### src/rtl/hdlc_pool_tx.sv
module hdlc_pool_tx #(
  parameter int DEPTH = 64,
  parameter int POOL  = 32
) (
  input  logic       clk,
  input  logic       rst_n,
  input  logic       wr_en,
  input  logic [7:0] wr_data,
  input  logic       cmd_start,
  input  logic       cmd_eom,
  input  logic       cmd_reset,
  input  logic       crc_ext,
  output logic       tx_bit,
  output logic       pool_free,
  output logic       pool_irq,
  output logic       underrun_irq,
  output logic [6:0] fifo_level
);

  localparam int AW = $clog2(DEPTH);
  localparam int CW = AW + 1;
  localparam logic [7:0] FLAG  = 8'h7E;
  localparam logic [7:0] ABORT = 8'h7F;

  typedef enum logic [2:0] {S_IDLE, S_DATA, S_CRC1, S_CRC2, S_ABRT} st_t;

  function automatic logic [15:0] crc_next(input logic [15:0] c, input logic [7:0] d);
    logic [15:0] r;
    r = c ^ {8'h00, d};
    for (int i = 0; i < 8; i++) r = r[0] ? ((r >> 1) ^ 16'h8408) : (r >> 1);
    return r;
  endfunction

  logic [7:0]    mem [DEPTH];
  logic [AW-1:0] wp, rp;
  logic [CW-1:0] cnt, rem;
  logic          armed, eom_seen;
  st_t           st;
  logic [7:0]    sh;
  logic [2:0]    bcnt, ones;
  logic          stf;
  logic [15:0]   crc;
  logic          pool_q;

  wire [7:0] rd        = mem[rp];
  wire       empty     = (cnt == '0);
  wire       full      = (cnt == CW'(DEPTH));
  wire       stuff_now = (ones == 3'd5);
  wire       load      = !stuff_now && (bcnt == 3'd7);
  wire       in_frame  = (st == S_DATA) || (st == S_CRC1) || (st == S_CRC2);
  wire       kill      = cmd_reset && in_frame;
  wire       push      = wr_en && !full && !cmd_reset;

  assign tx_bit     = stuff_now ? 1'b0 : sh[0];
  assign pool_free  = (cnt <= CW'(POOL));
  assign fifo_level = 7'(cnt);

  logic [7:0] nb;
  logic       n_stf, pop, take, fin, und, upd;
  st_t        nst;

  always_comb begin
    nb = FLAG; n_stf = 1'b0; nst = S_IDLE;
    pop = 1'b0; take = 1'b0; fin = 1'b0; und = 1'b0; upd = 1'b0;
    if (!cmd_reset) begin
      unique case (st)
        S_IDLE: begin
          if (armed) begin
            if (eom_seen && rem == '0) begin
              take = 1'b1;
              if (crc_ext) fin = 1'b1;
              else begin nb = ~crc[7:0]; n_stf = 1'b1; nst = S_CRC1; end
            end else if (!empty) begin
              take = 1'b1; pop = 1'b1; upd = 1'b1;
              nb = rd; n_stf = 1'b1; nst = S_DATA;
            end
          end
        end
        S_DATA: begin
          if (eom_seen && rem == '0) begin
            if (crc_ext) fin = 1'b1;
            else begin nb = ~crc[7:0]; n_stf = 1'b1; nst = S_CRC1; end
          end else if (!empty) begin
            pop = 1'b1; upd = 1'b1; nb = rd; n_stf = 1'b1; nst = S_DATA;
          end else begin
            nb = ABORT; nst = S_ABRT; und = 1'b1; fin = 1'b1;
          end
        end
        S_CRC1: begin nb = ~crc[15:8]; n_stf = 1'b1; nst = S_CRC2; end
        S_CRC2: fin = 1'b1;
        default: nst = S_IDLE;
      endcase
    end
  end

  wire pop_en  = load && pop;
  wire eom_acc = cmd_eom && !eom_seen && (armed || st == S_DATA);

  always_ff @(posedge clk) if (push) mem[wp] <= wr_data;

  always_ff @(posedge clk or negedge rst_n) begin
    if (!rst_n) begin
      wp <= '0; rp <= '0; cnt <= '0; rem <= '0;
      armed <= 1'b0; eom_seen <= 1'b0; crc <= 16'hFFFF;
    end else if (cmd_reset) begin
      wp <= '0; rp <= '0; cnt <= '0; rem <= '0;
      armed <= 1'b0; eom_seen <= 1'b0; crc <= 16'hFFFF;
    end else begin
      if (push) wp <= wp + 1'b1;
      if (pop_en) rp <= rp + 1'b1;
      cnt <= cnt + CW'(push) - CW'(pop_en);
      if (cmd_start) armed <= 1'b1;
      else if (load && take) armed <= 1'b0;
      if (load && fin) eom_seen <= 1'b0;
      else if (eom_acc) begin
        eom_seen <= 1'b1;
        rem <= cnt - CW'(pop_en);
      end else if (eom_seen && pop_en) rem <= rem - 1'b1;
      if (load && fin) crc <= 16'hFFFF;
      else if (pop_en && upd && !crc_ext) crc <= crc_next(crc, rd);
    end
  end

  always_ff @(posedge clk or negedge rst_n) begin
    if (!rst_n) begin
      sh <= FLAG; bcnt <= '0; ones <= '0; stf <= 1'b0; st <= S_IDLE;
    end else if (kill) begin
      sh <= ABORT; bcnt <= '0; ones <= '0; stf <= 1'b0; st <= S_ABRT;
    end else if (stuff_now) begin
      ones <= '0;
    end else begin
      ones <= (stf && sh[0]) ? ones + 1'b1 : 3'd0;
      if (load) begin
        sh <= nb; stf <= n_stf; st <= nst; bcnt <= '0;
      end else begin
        sh <= sh >> 1; bcnt <= bcnt + 1'b1;
      end
    end
  end

  wire pool_cond = (armed || st == S_DATA) && !eom_seen && pool_free;

  always_ff @(posedge clk or negedge rst_n) begin
    if (!rst_n) begin
      pool_q <= 1'b0; pool_irq <= 1'b0; underrun_irq <= 1'b0;
    end else begin
      pool_q       <= pool_cond;
      pool_irq     <= pool_cond && !pool_q;
      underrun_irq <= load && und && !cmd_reset;
    end
  end

  logic [2:0] run1;
  always_ff @(posedge clk or negedge rst_n) begin
    if (!rst_n) run1 <= '0;
    else run1 <= tx_bit ? ((run1 == 3'd7) ? run1 : run1 + 1'b1) : 3'd0;
  end

  a_r3_zero_after_five: assert property (@(posedge clk) disable iff (!rst_n)
    (stf && run1 == 3'd5) |-> !tx_bit);
  a_r11_no_overflow: assert property (@(posedge clk) disable iff (!rst_n)
    cnt <= CW'(DEPTH));
  a_r7_flush: assert property (@(posedge clk) disable iff (!rst_n)
    cmd_reset |=> (cnt == '0));
  a_r6_abort_state: assert property (@(posedge clk) disable iff (!rst_n)
    underrun_irq |-> (st == S_ABRT && !eom_seen));
  a_r5_pool_level: assert property (@(posedge clk) disable iff (!rst_n)
    pool_irq |-> ($past(cnt) <= CW'(POOL)));
  a_r2_crc_order: assert property (@(posedge clk) disable iff (!rst_n)
    (st == S_CRC1 && load && !cmd_reset) |=> (st == S_CRC2));

endmodule

### config.mk
export PLATFORM = sky130hd
export DESIGN_NAME = hdlc_pool_tx
export DESIGN_NICKNAME = d
export VERILOG_FILES = /design/src/rtl/hdlc_pool_tx.sv
export SDC_FILE = /design/constraint.sdc
export NUM_CORES = 1
export LEC_CHECK = 0
export ABC_AREA = 0
export BUFFER_PORTS_ARGS = -buffer_cell sky130_fd_sc_hd__buf_2
export CAP_MARGIN = 0
export CORE_ASPECT_RATIO = 1.25
export CORE_MARGIN = 5
export CORE_UTILIZATION = 63
export DETAILED_ROUTE_END_ITERATION = 12
export GPL_TIMING_DRIVEN = 0
export HOLD_SLACK_MARGIN = 0.06
export PLACE_DENSITY = 0.79
export SLEW_MARGIN = 25
export SYNTH_ARGS = -nofsm -noshare
export SYNTH_HDL_FRONTEND = slang
export SYNTH_SLANG_ARGS = --single-unit
### constraint.sdc
create_clock -name clk -period 4 [get_ports clk]
set_input_delay 0.4 -clock clk [delete_from_list [all_inputs] [get_ports clk]]
set_output_delay 0.4 -clock clk [all_outputs]
set_load 0.03 [all_outputs]
After elaboration in Yosys (flattened, before gate mapping). Memory sizes are Yosys's and may differ from the RTL's. Cells that the tools add are included.

Memories kept: 1. Bits in writable memories: 512. Word-level logic and storage cells: 168. Bits in registers: 65.

Bitwise logic cells: 11. $add $sub $neg: 8. Equality and inequality tests: 8. Order comparisons: 1. Reduce and logical (&&, ||, !) cells: 40. Mux-type cells: 84.

Memory list: mem (words 64, bits a word 8, read ports 1, clocked after Yosys merged registers in 0, write ports 1, line 34) `logic [7:0] mem [DEPTH];`.

Operators by type and width (number): 16-bit two-way mux (11); 8-bit two-way mux (10); 3-bit two-way mux (14); 7-bit two-way mux (5); 1-bit two-way mux (34); 6-bit two-way mux (4); 2-bit inverter with 3-bit output (8); 8-bit case mux with 3 select lines (1); 1-bit logical AND (19); 8-bit inverter (2); 16-bit by 8-bit XOR with 16-bit output (1); 7-bit logical NOT (2); 7-bit by 1-bit subtractor with 7-bit output (2); 6-bit by 1-bit adder with 6-bit output (second input constant) (2); 3-bit nonzero test (4); 3-bit case mux with 3 select lines (1); 7-bit by 1-bit adder with 7-bit output (1); 7-bit == test (second input constant) (1); 7-bit by 6-bit <= comparator with 1-bit output (second input constant) (1); 7-bit by 1-bit subtractor with 7-bit output (second input constant) (1); 3-bit by 1-bit adder with 3-bit output (second input constant) (2); 3-bit by 2-bit == test with 1-bit output (second input constant) (2); 3-bit == test (second input constant) (2); 1-bit logical NOT (6); 10 further kinds (16).

Depth between registers and ports, before layout. An unclocked memory read counts as a cell.

Depth after elaboration: 21. Mapped depth: 19. Gate-level depth less buffers: 18.

Least setup slack after synthesis. Ideal clock, no wire load.

Path type: reg2reg. Start: reg cnt[2], in the netlist fifo_level[2]. End: reg cnt[6], in the netlist fifo_level[6]. Slack: 0.591 ns. Buffers on the path: 1. Cell stages (with the launch flop): 19. Arrival: 3.330 ns. Library setup time: 0.078 ns. Data required time: 3.922 ns. Cells stage by stage: dfrtp_1 > inv_1 > ha_1 > nor4bb_1 > a22oi_1 > and3_1 > clkbuf_1 > nand2_1 > nand2_1 > ha_1 > inv_1 > fa_1 > o21bai_1 > a21oi_1 > nor2_1 > nor2_1 > nor2_1 > or3_1 > a21oi_1.

Cells in the longest elaborated chain, start to end: 9. Elaborated cells on any way between the ends: 14. Classes of those cells: add/sub (2); eq/ne (1); mux (6); reduce/logical (5).

Ends and longest elaborated chain: from (decl) (line 36) `logic [CW-1:0] cnt, rem;`; from (signal assigned) (line 111) `cnt <= cnt + CW'(push) - CW'(pop_en);`; parallel branches: the longest is 7 deep, another holds 7-bit by 1-bit adder with 7-bit output; 7-bit by 1-bit subtractor with 7-bit output (*) (line 111); 7-bit two-way mux (*) (line 105) `end else if (cmd_reset) begin`.

Every way passes the cells marked *. A chain may end at the register's enable or synchronous reset.

Worst setup path after layout.
Start: reg rp[2]. End: reg crc[10].

Cells in the longest elaborated chain, start to end: 14. Elaborated cells on any way between the ends: 15. Classes of those cells: mux (11); bitwise (3); memory (1).

Ends and longest elaborated chain: from (decl) (line 35) `logic [AW-1:0] wp, rp;`; from (signal assigned) (line 110) `if (pop_en) rp <= rp + 1'b1;`; memory read 64 x 8 bit (*); 16-bit by 8-bit XOR with 16-bit output (*) (line 29) `r = c ^ {8'h00, d};`; 16-bit two-way mux (*) (7 in a row) (line 30) `for (int i = 0; i < 8; i++) r = r[0] ? ((r >> 1) ^ 16'h8408) : (r >> 1);`; 2-bit inverter with 3-bit output (no line) or 16-bit two-way mux (tied branches); 16-bit two-way mux (*) (line 30); 16-bit two-way mux (*) (line 120) `else if (pop_en && upd && !crc_ext) crc <= crc_next(crc, rd);`; 16-bit two-way mux (*) (line 119) `if (load && fin) crc <= 16'hFFFF;`; 16-bit two-way mux (*) (line 105); to (signal assigned) (line 120); to (decl) (line 42) `logic [15:0] crc;`.

Mark *: on every way between the ends. The rest lies on a longest branch, timed or not. The select of a mux whose other input is x is not followed.

==> impl_metrics.json <==
{
  "hold_viol": 0,
  "netlist_top_cells_area": "edfxtp_1 64%, mux4_2 11%, dfrtp_1 4.4%",
  "grt_pass1_wl_mm": 90.77,
  "p_int_w": 0.01025,
  "worstSkewPairLatency_ps": 590,
  "drive_gt1_share_pct": 21.48,
  "synthCells": 1372,
  "grt_setup_unrepaired": "no",
  "cp-start-kind": "flop",
  "grt-ovfl-total": 0,
  "numPortBuffers": 24,
  "cp-end-kind": "flop",
  "worstPathArrival_ps": 4500,
  "comb_power_share_pct": 11.7,
  "p_per_area_mw_per_mm2": 502.0,
  "root_buffer": "clkbuf_16",
  "power_w": 0.01350,
  "cts_tree": "done",
  "area.sequential_sq_mm": 0.01703,
  "ys.flop_type": "edfxtp_1",
  "cts-buffers-inserted": 54,
  "vias": 13710,
  "gp_congestion": 0.9904,
  "drc": 0,
  "status": "finished clean",
  "fin_nets": 1493,
  "postRouteAntennaNets": 0,
  "worst-path-max-fanout": 10,
  "clockBufferDepth": 3,
  "insertedDiodeCount": 0,
  "required_ps": 4500,
  "syn_avg_cell_area_sq_um": 17.63,
  "crit_type": "reg2reg",
  "dieWidth_microns": 185.3,
  "worst_slew_pin_slew_ps": 1112,
  "htree_levels": 2,
  "sw_frac_of_total_pct": 24.11,
  "vias_per_cell": 6.886,
  "whs_ps": 278.3,
  "grt_max_degree": 65,
  "clock_skew_ps": 21.89,
  "seq_area_frac_synth_pct": 70.39,
  "clk_pin_slew_ps": 60,
  "drt_iter0_drc": 1773,
  "cts.sinks": 577,
  "yosys-top-cells-count": "512 x edfxtp_1, 130 x nor2_1, 120 x mux4_2, 60 x nand2_1, 51 x mux2i_1",
  "drv_cap": 0,
  "grt_util_all_layers_pct": 29.76,
  "yosysMostFrequentCell": "edfxtp_1",
  "ioPinCount": 26,
  "hpwl_mm": 39.85,
  "ys_ff_latch": 577,
  "multi_input_area_sq_mm": 0.006750,
  "setup_violations": 0,
  "synth_top_area_cell": "edfxtp_1",
  "slew_headroom_pct": 25.62,
  "antenna_found_initial": 0,
  "rows": 80,
  "p_switching_w": 0.003257,
  "fin_ws_ps": 5.711,
  "max_freq_mhz": 250.4,
  "synthArstFlopShare_pct": 11.27,
  "die_area_sq_mm": 0.04244,
  "drv_slew": 0,
  "postSynthNetCount": 1410,
  "drt-pass1-iter-count": 6,
  "dp_slack_ps": -749.4,
  "drt_wl_total_mm": 62.68,
  "period_share_pct": 99.86,
  "synthesis.area_sq_mm": 0.02419,
  "p_leak_nw": 8.655,
  "start_util_pct": 63.60,
  "ys_warn_count": 0,
  "yosys.cell_types.count": 78,
  "ir_drop_uv": 360.2,
  "fp.coreArea_sq_mm": 0.03804,
  "grt_pass1_vias": 13960,
  "die_h_microns": 229.1,
  "clockPowerShare_pct": 37.9,
  "area_growth_pct": 11.20,
  "fillers": 2291,
  "seq_power_share_pct": 50.3,
  "drt-wirelength-per-cell_microns": 31.48,
  "yosysTopAreaCellShare_pct": 63.56,
  "synth_edf_count": 512,
  "layout_min_cycle_time_ps": 3994,
  "hold_path_class": "in2async"
}
-- sequential cells by signal, summed over array words and instances, names as in the netlist, 3 cells and up --
| signal | count |
|---|---|
| mem | 512 |
| crc | 16 |
| sh | 8 |
| fifo_level | 7 |
| rem | 7 |
| rp | 6 |
| wp | 6 |
| bcnt | 3 |
| ones | 3 |
| st | 3 |
-- cells in the final DEF, fill, tap and decap left out, drive strengths merged, types with 10 or more instances in the layout --
cell / instances
o21ai: 36
a21oi: 37
and2: 10
nor2: 130
clkbuf: 99
dfrtp: 43
xor2: 12
ha: 22
a22oi: 11
nand3: 26
xnor2: 21
mux4: 127
inv: 20
nand2: 60
clkinv: 20
a22o: 11
nor3: 19
dfstp: 22
mux2i: 51
nand2b: 16
nor2b: 11
buf: 62
edfxtp: 512
-- power groups by stage --
| stage | registers, W | logic (W) | clock network, W |
|---|---|---|---|
| floorplan | 0.00694 | 0.00101 | 0 |
| global placement | 0.00691 | 0.00147 | 0 |
| detailed placement | 0.00692 | 0.00152 | 0 |
| CTS | 0.00680 | 0.00155 | 0.00512 |
| global route | 0.00681 | 0.00170 | 0.00540 |
| finish | 0.00680 | 0.00158 | 0.00512 |
-- through the flow --
stage	TNS [ps]	util [%]	cells	instance area (sq um)
finish	0	70.72	1991	26900
CTS	0	70.51	1992	26820
global placement	-6979	65.53	1888	24930
global route	0	70.72	1991	26900
floorplan	0	-	1372	24190
detailed placement	-8442	65.62	1889	24960
-- final timing paths --
| check | from | endpoint | slack (ps) | cells after the start |
|---|---|---|---|---|
| worst max-delay path | rp[2] | crc[10] | 6 | 11 |
| worst min-delay path | rst_n | rp[3] | 280 | 2 |
| worst max register to register | rp[2] | crc[10] | 6 | 11 |
| worst min register to register | pool_q | pool_irq | 400 | 1 |
| max in group asynchronous | rst_n | crc[11] | 3120 | 3 |
| min in group clk | wr_en | wp[1] | 280 | 4 |
-- critical path, cell delays in order (launching register included) --
cell             delay [ps]
dfrtp_1                 440
buf_2                   370
buf_2                   410
clkdlybuf4s15_2         550
buf_2                   450
mux2i_1                 430
o211ai_1                140
o21ai_1                 310
nor2_1                  170
xnor3_1                 350
xor2_1                  180
a21oi_1                  90
-- metal layers --
layer  track usage (%)  vias to the layer above  share of wire (%)
met1             36.98                     6963                 34
met4             15.79                        0                6.1
met5                 0                        -                  0
met2             49.61                      938                 51
li1                  -                     5595                  -
met3             5.793                      215                9.6
-- final cells by class --
type	count	area share (%)
buffer	73	1.828
clock buffer	63	5.228
clock inverter	37	1.302
inverter	18	0.2512
multi-input combinational	703	25.09
sequential	577	63.30
tap	492	2.288
timing repair buffer	28	0.7070
-- cell families after synthesis --
family                     synth area share, %
xor gates and xnor gates                 2.007
buffers and inverters                    1.996
AOI/OAI and AO/OA                        4.241
adders and majority gates                1.221
muxes                                    14.24
DFF                                      70.39
and+or+nand+nor                          5.896
-- what timing repair did --
| action | CTS | global route |
|---|---|---|
| pin swaps | 2 | 1 |
| hold buffers | 2 | 0 |
| setup endpoints to repair | 24 | 12 |
| setup buffers | 1 | 0 |
| resized for setup | 24 | 19 |
| endpoints found under the hold margin | 34 | 0 |
No activity file was read; power rests on OpenSTA's default activity.
